===== src/rtl/mono_scanout_pkg.sv =====
// Package: shared color type and fixed color values for the scanout path.
// Assumes 8 bits per channel, red in the top byte.
package mono_scanout_pkg;
    typedef logic [23:0] rgb_t;

    localparam rgb_t COLOR_BLACK = 24'h000000;
    localparam rgb_t COLOR_GREEN = 24'h00FF00;  // pixel bit 0
    localparam rgb_t COLOR_BLUE  = 24'h0000FF;  // pixel bit 1
endpackage


===== src/rtl/mono_word_addr.sv =====
// mono_word_addr: word read-address counter for the packed frame.
// It holds the address of the word that will be needed next. Frame start
// forces it to 0, and each advance pulse moves it on, wrapping after the
// last word. It assumes advance comes on the first pixel of each word.
module mono_word_addr #(
    parameter int FRAME_WORDS = 81000,
    parameter int ADDR_W      = $clog2(FRAME_WORDS)
) (
    input  logic              clk,
    input  logic              rst_n,
    input  logic              frame_start,
    input  logic              advance,
    output logic [ADDR_W-1:0] addr
);
    localparam logic [ADDR_W-1:0] LAST_WORD = ADDR_W'(FRAME_WORDS - 1);

    // Purpose: restart on frame start, otherwise step and wrap on advance.
    always_ff @(posedge clk) begin
        if (!rst_n) begin
            addr <= '0;
        end else if (frame_start) begin
            addr <= '0;
        end else if (advance) begin
            addr <= (addr == LAST_WORD) ? '0 : addr + ADDR_W'(1);
        end
    end

    assert_wrap_R3: assert property (@(posedge clk) disable iff (!rst_n)
        (!frame_start && advance && addr == LAST_WORD) |=> (addr == '0));

    assert_restart_R4: assert property (@(posedge clk) disable iff (!rst_n)
        frame_start |=> (addr == '0));

    assert_hold_R5: assert property (@(posedge clk) disable iff (!rst_n)
        (!frame_start && !advance) |=> $stable(addr));
endmodule


===== src/rtl/mono_bit_unpack.sv =====
// mono_bit_unpack: turns 16-bit words into one bit per active clock.
// On the first pixel of a word, bit 0 comes straight from the RAM data
// port, and the upper bits are kept in a shift register that moves right
// on every later active clock. It assumes rd_data already holds the wanted
// word on the clock of that first pixel.
module mono_bit_unpack #(
    parameter int WORD_W = 16
) (
    input  logic              clk,
    input  logic              rst_n,
    input  logic              frame_start,
    input  logic              active,
    input  logic [WORD_W-1:0] rd_data,
    output logic              pix_bit,
    output logic              word_take
);
    localparam int CNT_W = $clog2(WORD_W);
    localparam logic [CNT_W-1:0] LAST_BIT = CNT_W'(WORD_W - 1);

    logic [CNT_W-1:0]  bit_cnt;
    logic [WORD_W-1:0] shreg;
    logic              first_bit;

    assign first_bit = (bit_cnt == '0);
    assign pix_bit   = first_bit ? rd_data[0] : shreg[0];
    assign word_take = active && first_bit && !frame_start;

    // Purpose: track the position inside the word, pausing in blanking.
    always_ff @(posedge clk) begin
        if (!rst_n) begin
            bit_cnt <= '0;
        end else if (frame_start) begin
            bit_cnt <= '0;
        end else if (active) begin
            bit_cnt <= (bit_cnt == LAST_BIT) ? '0 : bit_cnt + CNT_W'(1);
        end
    end

    // Purpose: capture the fresh word, or shift out the one in use.
    always_ff @(posedge clk) begin
        if (!rst_n) begin
            shreg <= '0;
        end else if (active) begin
            shreg <= first_bit ? (rd_data >> 1) : (shreg >> 1);
        end
    end

    assert_pause_R5: assert property (@(posedge clk) disable iff (!rst_n)
        (!active && !frame_start) |=> ($stable(bit_cnt) && $stable(shreg)));

    assert_restart_bit_R4: assert property (@(posedge clk) disable iff (!rst_n)
        frame_start |=> (bit_cnt == '0));
endmodule


===== src/rtl/mono_color_map.sv =====
// mono_color_map: registered map from a pixel bit to a 24-bit color.
// It gives black outside active video, green for 0 and blue for 1.
// This register is the single clock of pipeline latency in the block.
module mono_color_map
    import mono_scanout_pkg::*;
(
    input  logic clk,
    input  logic rst_n,
    input  logic active,
    input  logic pix_bit,
    output rgb_t rgb
);
    // Purpose: register the color of the current pixel, black in blanking.
    always_ff @(posedge clk) begin
        if (!rst_n) begin
            rgb <= COLOR_BLACK;
        end else if (!active) begin
            rgb <= COLOR_BLACK;
        end else begin
            rgb <= pix_bit ? COLOR_BLUE : COLOR_GREEN;
        end
    end

    assert_black_R7: assert property (@(posedge clk) disable iff (!rst_n)
        !active |=> (rgb == COLOR_BLACK));

    assert_palette_R6: assert property (@(posedge clk) disable iff (!rst_n)
        active |=> (rgb == COLOR_GREEN || rgb == COLOR_BLUE));

    assert_follow_R9: assert property (@(posedge clk) disable iff (!rst_n)
        active |=> (rgb == ($past(pix_bit) ? COLOR_BLUE : COLOR_GREEN)));
endmodule


===== src/rtl/mono_scanout.sv =====
// mono_scanout: top of the packed monochrome frame scanout path.
// It fetches 16-pixel words ahead of use, unpacks them LSB first at one
// pixel per active clock, and outputs registered colors one clock after
// active_in. It assumes a RAM read port with one clock of latency, and a
// frame_start pulse at least two clocks before the first active pixel.
module mono_scanout
    import mono_scanout_pkg::*;
#(
    parameter int FRAME_WORDS = 81000,
    parameter int WORD_W      = 16,
    parameter int ADDR_W      = $clog2(FRAME_WORDS)
) (
    input  logic              clk,
    input  logic              rst_n,
    input  logic              frame_start,
    input  logic              active_in,
    input  logic [WORD_W-1:0] rd_data,
    output logic [ADDR_W-1:0] rd_addr,
    output logic [23:0]       rgb_out
);
    logic pix_bit;
    logic word_take;
    rgb_t rgb_q;

    mono_bit_unpack #(.WORD_W(WORD_W)) u_unpack (
        .clk        (clk),
        .rst_n      (rst_n),
        .frame_start(frame_start),
        .active     (active_in),
        .rd_data    (rd_data),
        .pix_bit    (pix_bit),
        .word_take  (word_take)
    );

    mono_word_addr #(.FRAME_WORDS(FRAME_WORDS), .ADDR_W(ADDR_W)) u_addr (
        .clk        (clk),
        .rst_n      (rst_n),
        .frame_start(frame_start),
        .advance    (word_take),
        .addr       (rd_addr)
    );

    mono_color_map u_color (
        .clk    (clk),
        .rst_n  (rst_n),
        .active (active_in),
        .pix_bit(pix_bit),
        .rgb    (rgb_q)
    );

    assign rgb_out = rgb_q;

    // the address leaves a word on that word's first active pixel.
    assert_prefetch_R10: assert property (@(posedge clk) disable iff (!rst_n)
        (word_take) |=> (rd_addr != $past(rd_addr) || FRAME_WORDS == 1));
endmodule


===== config.mk =====
export PLATFORM = sky130hd
export DESIGN_NAME = mono_scanout
export DESIGN_NICKNAME = d
export VERILOG_FILES = /design/src/rtl/mono_scanout_pkg.sv /design/src/rtl/mono_word_addr.sv /design/src/rtl/mono_bit_unpack.sv /design/src/rtl/mono_color_map.sv /design/src/rtl/mono_scanout.sv
export SDC_FILE = /design/constraint.sdc
export NUM_CORES = 1
export LEC_CHECK = 0
export BUFFER_PORTS_ARGS = -buffer_cell sky130_fd_sc_hd__buf_2
export CAP_MARGIN = 20
export CORE_MARGIN = 1
export CORE_UTILIZATION = 51
export DETAILED_ROUTE_END_ITERATION = 16
export GPL_TIMING_DRIVEN = 0
export PLACE_DENSITY_LB_ADDON = 0.3
export SLEW_MARGIN = 40
export SYNTH_ARGS = -nofsm -noshare
export SYNTH_HDL_FRONTEND = slang
export SYNTH_SLANG_ARGS = --single-unit

===== constraint.sdc =====
create_clock -name clk -period 2.12 [get_ports clk]
set_clock_uncertainty 0.2 [all_clocks]
set_input_delay 0.424 -clock clk [delete_from_list [all_inputs] [get_ports clk]]
set_output_delay 0.424 -clock clk [all_outputs]
set_load 0.02 [all_outputs]

==> metrics.log, run 1 <==
[metrics] pin count of the biggest net entering global routing: 13
[metrics] depth of the worst register-to-register path: 7
[metrics] power per cell area: 627 nW/um^2
[metrics] outcome: complete, no violations
[metrics] first-pass detailed-route iteration total: 4
[metrics] TritonCTS buffer count: 5
[metrics] initial antenna violation count: 0
[metrics] fraction of registers with async set or reset after synthesis: 0
[metrics] number of antenna cells inserted: 0
[metrics] GRT Resource Usage Total: 0.209
[metrics] vias in the first global route: 1569
[metrics] drt total wl: 4050 um
[metrics] setup violators final: 0
[metrics] global-route wire length before repair: 6820 um
[metrics] register area share after synthesis: 0.372
[metrics] source of the worst hold timing path: rd_data[15]
[metrics] Unique masters post-synth: 43
[metrics] initial standard-cell utilization of the core: 0.546
[metrics] vias: 1734
[metrics] synthesized netlist cell count: 221
[metrics] number of setup buffers added after CTS: 0
[metrics] total count of max-transition violations in the final report: 0
[metrics] layout overhead on the synthesized area: 22.1%
[metrics] sum of buffers and inverters on the critical path: 2
[metrics] last weighted congestion value of the routability-driven placer: 0.789
[metrics] clock net sink count: 38
[metrics] worst voltage drop across the vdd grid: 0.436 mV
[metrics] synth warn: 0
[metrics] class of the tightest hold or removal check: input port to register
[metrics] Max Clock Freq: 501 MHz
[metrics] endpoints failing hold: 0
[metrics] fin nets: 308
[metrics] Critical path origin: u_unpack.bit_cnt[0]$_SDFFE_PP0P_
[metrics] cell family with most CP delay: simple AND/OR/NAND/NOR gates
[metrics] Detailed Route Iter0 Violations: 45
[metrics] biggest fanout along the worst timing path: 10
[metrics] post-DR vias/cell: 5.19
[metrics] # rows: 22
[metrics] max capacitance violation total: 0
[metrics] average instance area after synthesis: 9.26 um^2
[metrics] CTS max path bufs: 2
[metrics] critical path depth in cells: 7
[metrics] kind of start point of the critical path: register
[metrics] total congestion overflow: 0
[metrics] clock-pin transition on the worst setup and hold timing paths: 0.08 ns
[metrics] share of the clock period used by the worst path after layout: 0.941
[metrics] number of input and output port buffers inserted: 51
[metrics] clock root buffer: clkbuf_8
[metrics] critical path's slowest cell: dfxtp_1
[metrics] Synth Cell Area: 2050 um^2
[metrics] HPWL reported at the end of detailed placement: 2970 um
[metrics] average routed wire per standard cell: 12.1 um
[metrics] worst-case register-to-register setup slack: 0.12 ns
[metrics] FILL cells: 317
[metrics] H-tree levels: 2
[metrics] required time of the critical path: 2.09 ns
[metrics] category of the worst setup path capture point: register
[metrics] Fin Setup TNS: 0 ns
[metrics] cells traversed along the worst timing path: inv_1, ha_1, nand4bb_1, buf_6, nor4_4, mux2i_1, nor3_2
[metrics] power after layout: 1.57 mW
[metrics] die extent in y: 65.3 um
[metrics] Crit Path Class: register to register
[metrics] worst reg2reg startpoint: u_unpack.bit_cnt[0]$_SDFFE_PP0P_
[metrics] horizontal die dimension: 65.3 um
[metrics] share of layout cells above drive strength 1: 0.332
[metrics] residual DRC count: 0
[metrics] Core Box Area: 3740 um^2
[metrics] hold path depth: 3
[metrics] most common flop cell mapped by yosys: dfxtp_1
[metrics] total leakage power: 1.31 nW
[metrics] EDFF count, synth: 0
[metrics] number of primary I/O pins: 61
[metrics] count of hold-fix buffers inserted at cts: 0
[metrics] minimum period implied by the final worst setup slack: 2.00 ns
[metrics] WP data arrival: 1.97 ns
[metrics] total of flip-flops plus latches after synthesis: 38
[metrics] clock tree from TritonCTS: yes
[metrics] worst skew pair latency: 0.29 ns
[metrics] RSZ-0062 raised after global routing: false
[metrics] die area: 4270 um^2
[metrics] Routed Antenna Nets: 0
[metrics] stage delay of the slowest cell on the critical path: 0.35 ns
-- final cells by class --
cell class,instances,area (um^2),share of cell area
inverter,3,11.3,0.00451
multi-input combinational,153,1080,0.432
buffer,33,224,0.0896
tap,48,60.1,0.0240
timing repair buffer,51,255,0.102
sequential,38,761,0.304
clock inverter,3,40.0,0.0160
clock buffer,5,68.8,0.0275
-- cells in the final DEF (no fill, tap or decap), drive strengths merged --
cell	instances
a21bo	1
a21boi	1
a21oi	9
a31o	1
a31oi	2
and3	1
and3b	1
and4	3
and4b	1
and4bb	1
buf	80
bufinv	1
clkbuf	9
clkinv	2
conb	8
dfxtp	38
ha	3
inv	3
mux2i	18
nand2	21
nand2b	3
nand3	7
nand3b	2
nand4	9
nand4bb	1
nor2	16
nor2b	1
nor3	2
nor3b	1
nor4	5
nor4bb	1
o211a	14
o21ai	5
o21bai	1
or3	3
or4	1
xnor2	4
xor2	6
-- worst reg2reg max path: cells and delay by family (launching register included) --
family                     cells  cell delay (ns)
DFF                            1             0.35
and+or+nand+nor                3             0.56
buffers and inverters          2             0.28
muxes                          1             0.28
adders and majority gates      1             0.20
-- stage by stage --
step           area, um^2  utilization  hold slack [ns]  cells  setup slack (ns)
3_5_place_dp         2390        0.638            0.266    327             0.110
6_report             2500        0.667            0.206    334             0.125
3_3_place_gp         2390        0.638            0.261    327             0.144
4_1_cts              2500        0.667            0.203    335            0.0713
2_1_floorplan        2070            -            0.253    228             0.306
5_1_grt              2500        0.667            0.232    334            0.0179
-- state kept, by name, indices dropped and copies added, names as in the netlist --
register	count
u_addr.addr	17
u_color.rgb	2
u_unpack.bit_cnt	4
u_unpack.shreg	15
-- synthesized netlist by cell type, types with 2 or more instances --
| master | number | area share |
|---|---|---|
| nand4_2 | 2 | 0.012 |
| buf_2 | 3 | 0.0073 |
| o21ai_0 | 5 | 0.012 |
| nand4_1 | 7 | 0.021 |
| xnor2_1 | 4 | 0.017 |
| and4_1 | 3 | 0.013 |
| clkbuf_1 | 4 | 0.0073 |
| a31oi_1 | 2 | 0.0061 |
| dfxtp_1 | 38 | 0.37 |
| nor4_2 | 2 | 0.012 |
| buf_4 | 24 | 0.088 |
| or3_1 | 3 | 0.0092 |
| inv_1 | 3 | 0.0055 |
| nand2_1 | 21 | 0.039 |
| nor2_1 | 16 | 0.029 |
| buf_1 | 2 | 0.0037 |
| nand2b_1 | 3 | 0.0092 |
| nand3b_1 | 2 | 0.0073 |
| nor4_1 | 2 | 0.0061 |
| o211a_1 | 14 | 0.068 |
| ha_1 | 3 | 0.018 |
| nand3_1 | 7 | 0.017 |
| xor2_1 | 6 | 0.026 |
| mux2i_1 | 18 | 0.088 |
| a21oi_1 | 9 | 0.022 |
-- routing by layer --
metal | share of wire | track usage | wire length (um) | vias up
li1 | - | - | - | 882
met1 | 0.49 | 0.267 | 1980 | 799
met2 | 0.45 | 0.335 | 1820 | 45
met3 | 0.046 | 0.0521 | 186 | 8
met4 | 0.016 | 0.0815 | 63 | 0
met5 | 0 | 0 | 0 | -
-- kinds of logic (layout without fill, tap and decap cells) --
kind of cell,Yosys count,after routing,share of synthesized area
AOI/OAI and AO/OA,34,34,0.127
xor gates and xnor gates,10,10,0.0428
adders and majority gates,3,3,0.0184
buffers and inverters,37,95,0.117
DFF,38,38,0.372
muxes,18,18,0.0881
other,1,8,0.00183
and+or+nand+nor,80,80,0.232
-- power breakdown --
| part | internal (mW) | switching (mW) | leakage, nW |
|---|---|---|---|
| registers | 0.739 | 0.0164 | 0.310 |
| clock network | 0.346 | 0.256 | 0.0579 |
| logic | 0.0986 | 0.110 | 0.940 |
-- repair_timing --
| item | CTS | global route |
|---|---|---|
| endpoints found under the setup margin | 0 | 17 |
| resized for setup | 0 | 3 |
| endpoints found under the hold margin | 0 | 0 |
-- worst paths after layout --
check,endpoint
hold reg to reg,u_unpack.shreg[4]$_SDFFE_PN0P_
setup / recovery,u_addr.addr[15]$_SDFFE_PP0P_
hold / removal,u_unpack.shreg[14]$_SDFFE_PN0P_
setup reg to reg,u_addr.addr[15]$_SDFFE_PP0P_
Power figures use the tool's default switching activity.
==> run 2, diff against run 1 <==
--- a/config.mk
+++ b/config.mk
@@ -5,10 +5,11 @@
 export SDC_FILE = /design/constraint.sdc
 export NUM_CORES = 1
 export LEC_CHECK = 0
+export ABC_AREA = 1
 export BUFFER_PORTS_ARGS = -buffer_cell sky130_fd_sc_hd__buf_2
 export CAP_MARGIN = 20
 export CORE_MARGIN = 1
-export CORE_UTILIZATION = 51
+export CORE_UTILIZATION = 52
 export DETAILED_ROUTE_END_ITERATION = 16
 export GPL_TIMING_DRIVEN = 0
 export PLACE_DENSITY_LB_ADDON = 0.3
==> metrics.log, run 2 <==
[metrics] most used cells in the layout excluding fill and tap cells: 69 x nand2_1, 54 x buf_2, 38 x dfxtp_1 (was 53 x buf_2, 38 x dfxtp_1, 24 x buf_4)
[metrics] global-route wire length before repair: 8180 um (was 6820 um)
[metrics] leading post-synthesis cells by instance count: 69 x nand2_1, 38 x dfxtp_1, 36 x nor2_1 (was 38 x dfxtp_1, 24 x buf_4, 21 x nand2_1)
[metrics] average routed wire per standard cell: 11.2 um (was 12.1 um)
[metrics] category of the worst setup path capture point: register (unchanged)
[metrics] number of primary I/O pins: 61 (unchanged)
[metrics] kind of start point of the critical path: register (unchanged)
[metrics] total of flip-flops plus latches after synthesis: 38 (unchanged)
[metrics] class of the tightest hold or removal check: input port to register (unchanged)
[metrics] minimum period implied by the final worst setup slack: 1.72 ns (was 2.00 ns)
[metrics] power per cell area: 624 nW/um^2 (was 627 nW/um^2)
[metrics] H-tree levels: 2 (unchanged)
[metrics] endpoints failing hold: 0 (unchanged)
[metrics] Crit Path Class: register to register (unchanged)
[metrics] worst reg2reg startpoint: u_addr.addr[1]$_SDFFE_PP0P_ (was u_unpack.bit_cnt[0]$_SDFFE_PP0P_)
[metrics] Core Box Area: 3770 um^2 (was 3740 um^2)
[metrics] cell accounting for the most synthesized area: dfxtp_1 (unchanged)
[metrics] number of antenna cells inserted: 0 (unchanged)
[metrics] register with the most flip-flops: u_addr.addr (unchanged)
[metrics] combined area of the multi-input logic cells: 1050 um^2 (was 1080 um^2)
[metrics] final core utilization: 0.679 (was 0.667)
[metrics] post-synthesis mux area share: 0 (was 0.0881)
[metrics] residual DRC count: 0 (unchanged)
[metrics] total leakage power: 1.15 nW (was 1.31 nW)
[metrics] fraction of post-synthesis cell area in the top cell type by area: 0.362 (was 0.372)
[metrics] number of flip-flops under the largest register name: 17 (unchanged)
[metrics] post-DR vias/cell: 5.08 (was 5.19)
[metrics] total congestion overflow: 0 (unchanged)
[metrics] biggest fanout along the worst timing path: 6 (was 10)
[metrics] amount of wire on met2 after detailed routing: 2170 um (was 1820 um)
[metrics] count of hold-fix buffers inserted at cts: 0 (unchanged)
[metrics] Max Clock Freq: 581 MHz (was 501 MHz)
[metrics] share of the clock period used by the worst path after layout: 0.812 (was 0.941)
[metrics] HPWL reported at the end of detailed placement: 3460 um (was 2970 um)
[metrics] worst skew pair latency: 0.29 ns (about the same)
[metrics] P_int: 1.18 mW (about the same)
[metrics] CTS max path bufs: 2 (unchanged)
[metrics] combinational family with the most area after synthesis: simple AND/OR/NAND/NOR gates (unchanged)
[metrics] Detailed Route Iter0 Violations: 119 (was 45)
[metrics] setup violators final: 0 (unchanged)
[metrics] vias in the first global route: 1873 (was 1569)
[metrics] vias: 2120 (was 1734)
[metrics] initial antenna violation count: 0 (unchanged)
[metrics] number of input and output port buffers inserted: 51 (unchanged)
[metrics] Synth Cell Area: 2100 um^2 (was 2050 um^2)
[metrics] register area share after synthesis: 0.362 (was 0.372)
[metrics] metal3 WL: 326 um (was 186 um)
[metrics] fraction of registers with async set or reset after synthesis: 0 (unchanged)
[metrics] part of the power in registers: 0.473 (was 0.482)
[metrics] synth warn: 0 (unchanged)
[metrics] horizontal die dimension: 65.6 um (was 65.3 um)
[metrics] hold path depth: 3 (unchanged)
[metrics] top routing layer in use: met4 (unchanged)
[metrics] cts repair resizes: 0 (unchanged)
[metrics] Fin Setup TNS: 0 ns (unchanged)
[metrics] die extent in y: 65.6 um (was 65.3 um)
[metrics] EDFF count, synth: 0 (unchanged)
[metrics] critical path's slowest cell: dfxtp_1 (unchanged)
[metrics] cells traversed along the worst timing path: ha_1, nand2_1, nor2_2, nand2_1, nor2_1, nand3_1, nand3_1, nor2_1 (was inv_1, ha_1, nand4bb_1, buf_6, nor4_4, mux2i_1, nor3_2)
[metrics] last weighted congestion value of the routability-driven placer: 0.882 (was 0.789)
[metrics] die area: 4300 um^2 (was 4270 um^2)
[metrics] sum of routed wire segments on met1: 2110 um (was 1980 um)
[metrics] Critical path origin: u_addr.addr[1]$_SDFFE_PP0P_ (was u_unpack.bit_cnt[0]$_SDFFE_PP0P_)
[metrics] WP data arrival: 1.70 ns (was 1.97 ns)
[metrics] Top Registers: u_addr.addr (17), u_unpack.shreg (15), u_unpack.bit_cnt (4) (unchanged)
[metrics] drt total wl: 4650 um (was 4050 um)
[metrics] max capacitance violation total: 0 (unchanged)
[metrics] count leader, synth: nand2_1 (was dfxtp_1)
[metrics] fraction of the mapped netlist area in simple logic gates: 0.330 (was 0.232)
[metrics] # rows: 22 (unchanged)
[metrics] post-synthesis compound-gate area fraction: 0.137 (was 0.127)
[metrics] outcome: complete, no violations (unchanged)
[metrics] fin nets: 391 (was 308)
[metrics] parity-gate share of the synthesized area counting xor and xnor cells: 0 (was 0.0428)
[metrics] initial standard-cell utilization of the core: 0.558 (was 0.546)
[metrics] share of layout cells above drive strength 1: 0.279 (was 0.332)
[metrics] switching share of power: 0.259 (was 0.244)
[metrics] pin count of the biggest net entering global routing: 14 (was 13)
[metrics] first-pass detailed-route iteration total: 4 (unchanged)
[metrics] adder and majority cell fraction of the synthesized area: 0.0178 (was 0.0183)
[metrics] layout overhead on the synthesized area: 21.7% (was 22.1%)
[metrics] stage delay of the slowest cell on the critical path: 0.39 ns (was 0.35 ns)
[metrics] clock tree from TritonCTS: yes (unchanged)
[metrics] clock root buffer: clkbuf_8 (unchanged)
[metrics] Unique masters post-synth: 27 (was 43)
[metrics] source of the worst hold timing path: rd_data[8] (was rd_data[15])
[metrics] Routed Antenna Nets: 0 (unchanged)
[metrics] FILL cells: 362 (was 317)
[metrics] total count of max-transition violations in the final report: 0 (unchanged)
[metrics] largest cells by area after synthesis: dfxtp_1 36%, nand2_1 12%, buf_4 7.9% (was dfxtp_1 37%, mux2i_1 8.8%, buf_4 8.8%)
[metrics] net switching component of the power: 0.413 mW (was 0.383 mW)
[metrics] depth of the worst register-to-register path: 8 (was 7)
[metrics] most common flop cell mapped by yosys: dfxtp_1 (unchanged)
[metrics] Sequential cell area: 761 um^2 (unchanged)
[metrics] synthesized netlist cell count: 303 (was 221)
[metrics] GRT Resource Usage Total: 0.243 (was 0.209)
[metrics] worst voltage drop across the vdd grid: 0.544 mV (was 0.436 mV)
[metrics] RSZ-0062 raised after global routing: false (unchanged)
[metrics] post-route worst hold slack: 0.179 ns (was 0.206 ns)
[metrics] average instance area after synthesis: 6.94 um^2 (was 9.26 um^2)
[metrics] most common library cell in the layout ignoring fill and taps: nand2_1 (was buf_2)
[metrics] required time of the critical path: 2.10 ns (was 2.09 ns)
[metrics] Comb pwr share: 0.143 (was 0.133)
[metrics] clock-pin transition on the worst setup and hold timing paths: 0.08 ns (about the same)
[metrics] number of setup buffers added after CTS: 0 (unchanged)
[metrics] clock net sink count: 38 (unchanged)
[metrics] portion of total power attributed to the clock network: 0.384 (was 0.385)
[metrics] TritonCTS buffer count: 5 (unchanged)
## run 2: routing by layer
metal	up-vias	track usage
met5	-	0
li1	1095	-
met3	6	0.0451
met2	79	0.402
met4	0	0.0761
met1	940	0.318
## run 2: power groups by stage
stage	sequential [mW]	combinational, mW	clock (mW)
after CTS	0.755	0.228	0.616
after global routing	0.760	0.251	0.654
after floorplan	0.772	0.165	0
after global placement	0.771	0.223	0
after detailed placement	0.772	0.227	0
final	0.755	0.228	0.613
## run 2: final cells by class
type	instances	share of cell area
buffer	33	0.0939
clock buffer	5	0.0269
clock inverter	3	0.0176
inverter	21	0.0308
multi-input combinational	218	0.410
sequential	38	0.297
tap	48	0.0235
timing repair buffer	51	0.0998
## run 2: path summary, 6_finish.rpt
check	to	slack [ns]
worst min-delay path	u_unpack.shreg[7]$_SDFFE_PN0P_	0.18
worst max register to register	u_addr.addr[12]$_SDFFE_PP0P_	0.40
worst max-delay path	u_addr.addr[12]$_SDFFE_PP0P_	0.40
worst min register to register	u_unpack.shreg[0]$_SDFFE_PN0P_	0.28
## run 2: worst max-delay path, delay by kind of cell, from the launching register on
kind          cells  cell delay, ns
simple gates      7            0.83
flops             1            0.39
fa+ha+maj         1            0.20
## run 2: logic make-up after synthesis
| group | count (synthesis) |
|---|---|
| and+or+nand+nor | 154 |
| other | 1 |
| adders and majority gates | 3 |
| AOI/OAI and AO/OA | 53 |
| DFF | 38 |
| buffers and inverters | 54 |
## run 2: metrics by stage
stage / cell area, um^2 / power (mW) / std cells / setup slack [ns]
floorplan: 2130 / 0.937 / 310 / 0.480
global placement: 2440 / 0.994 / 409 / 0.525
detailed placement: 2440 / 0.999 / 409 / 0.426
CTS: 2560 / 1.60 / 417 / 0.400
global route: 2560 / 1.66 / 417 / 0.231
finish: 2560 / 1.60 / 417 / 0.399
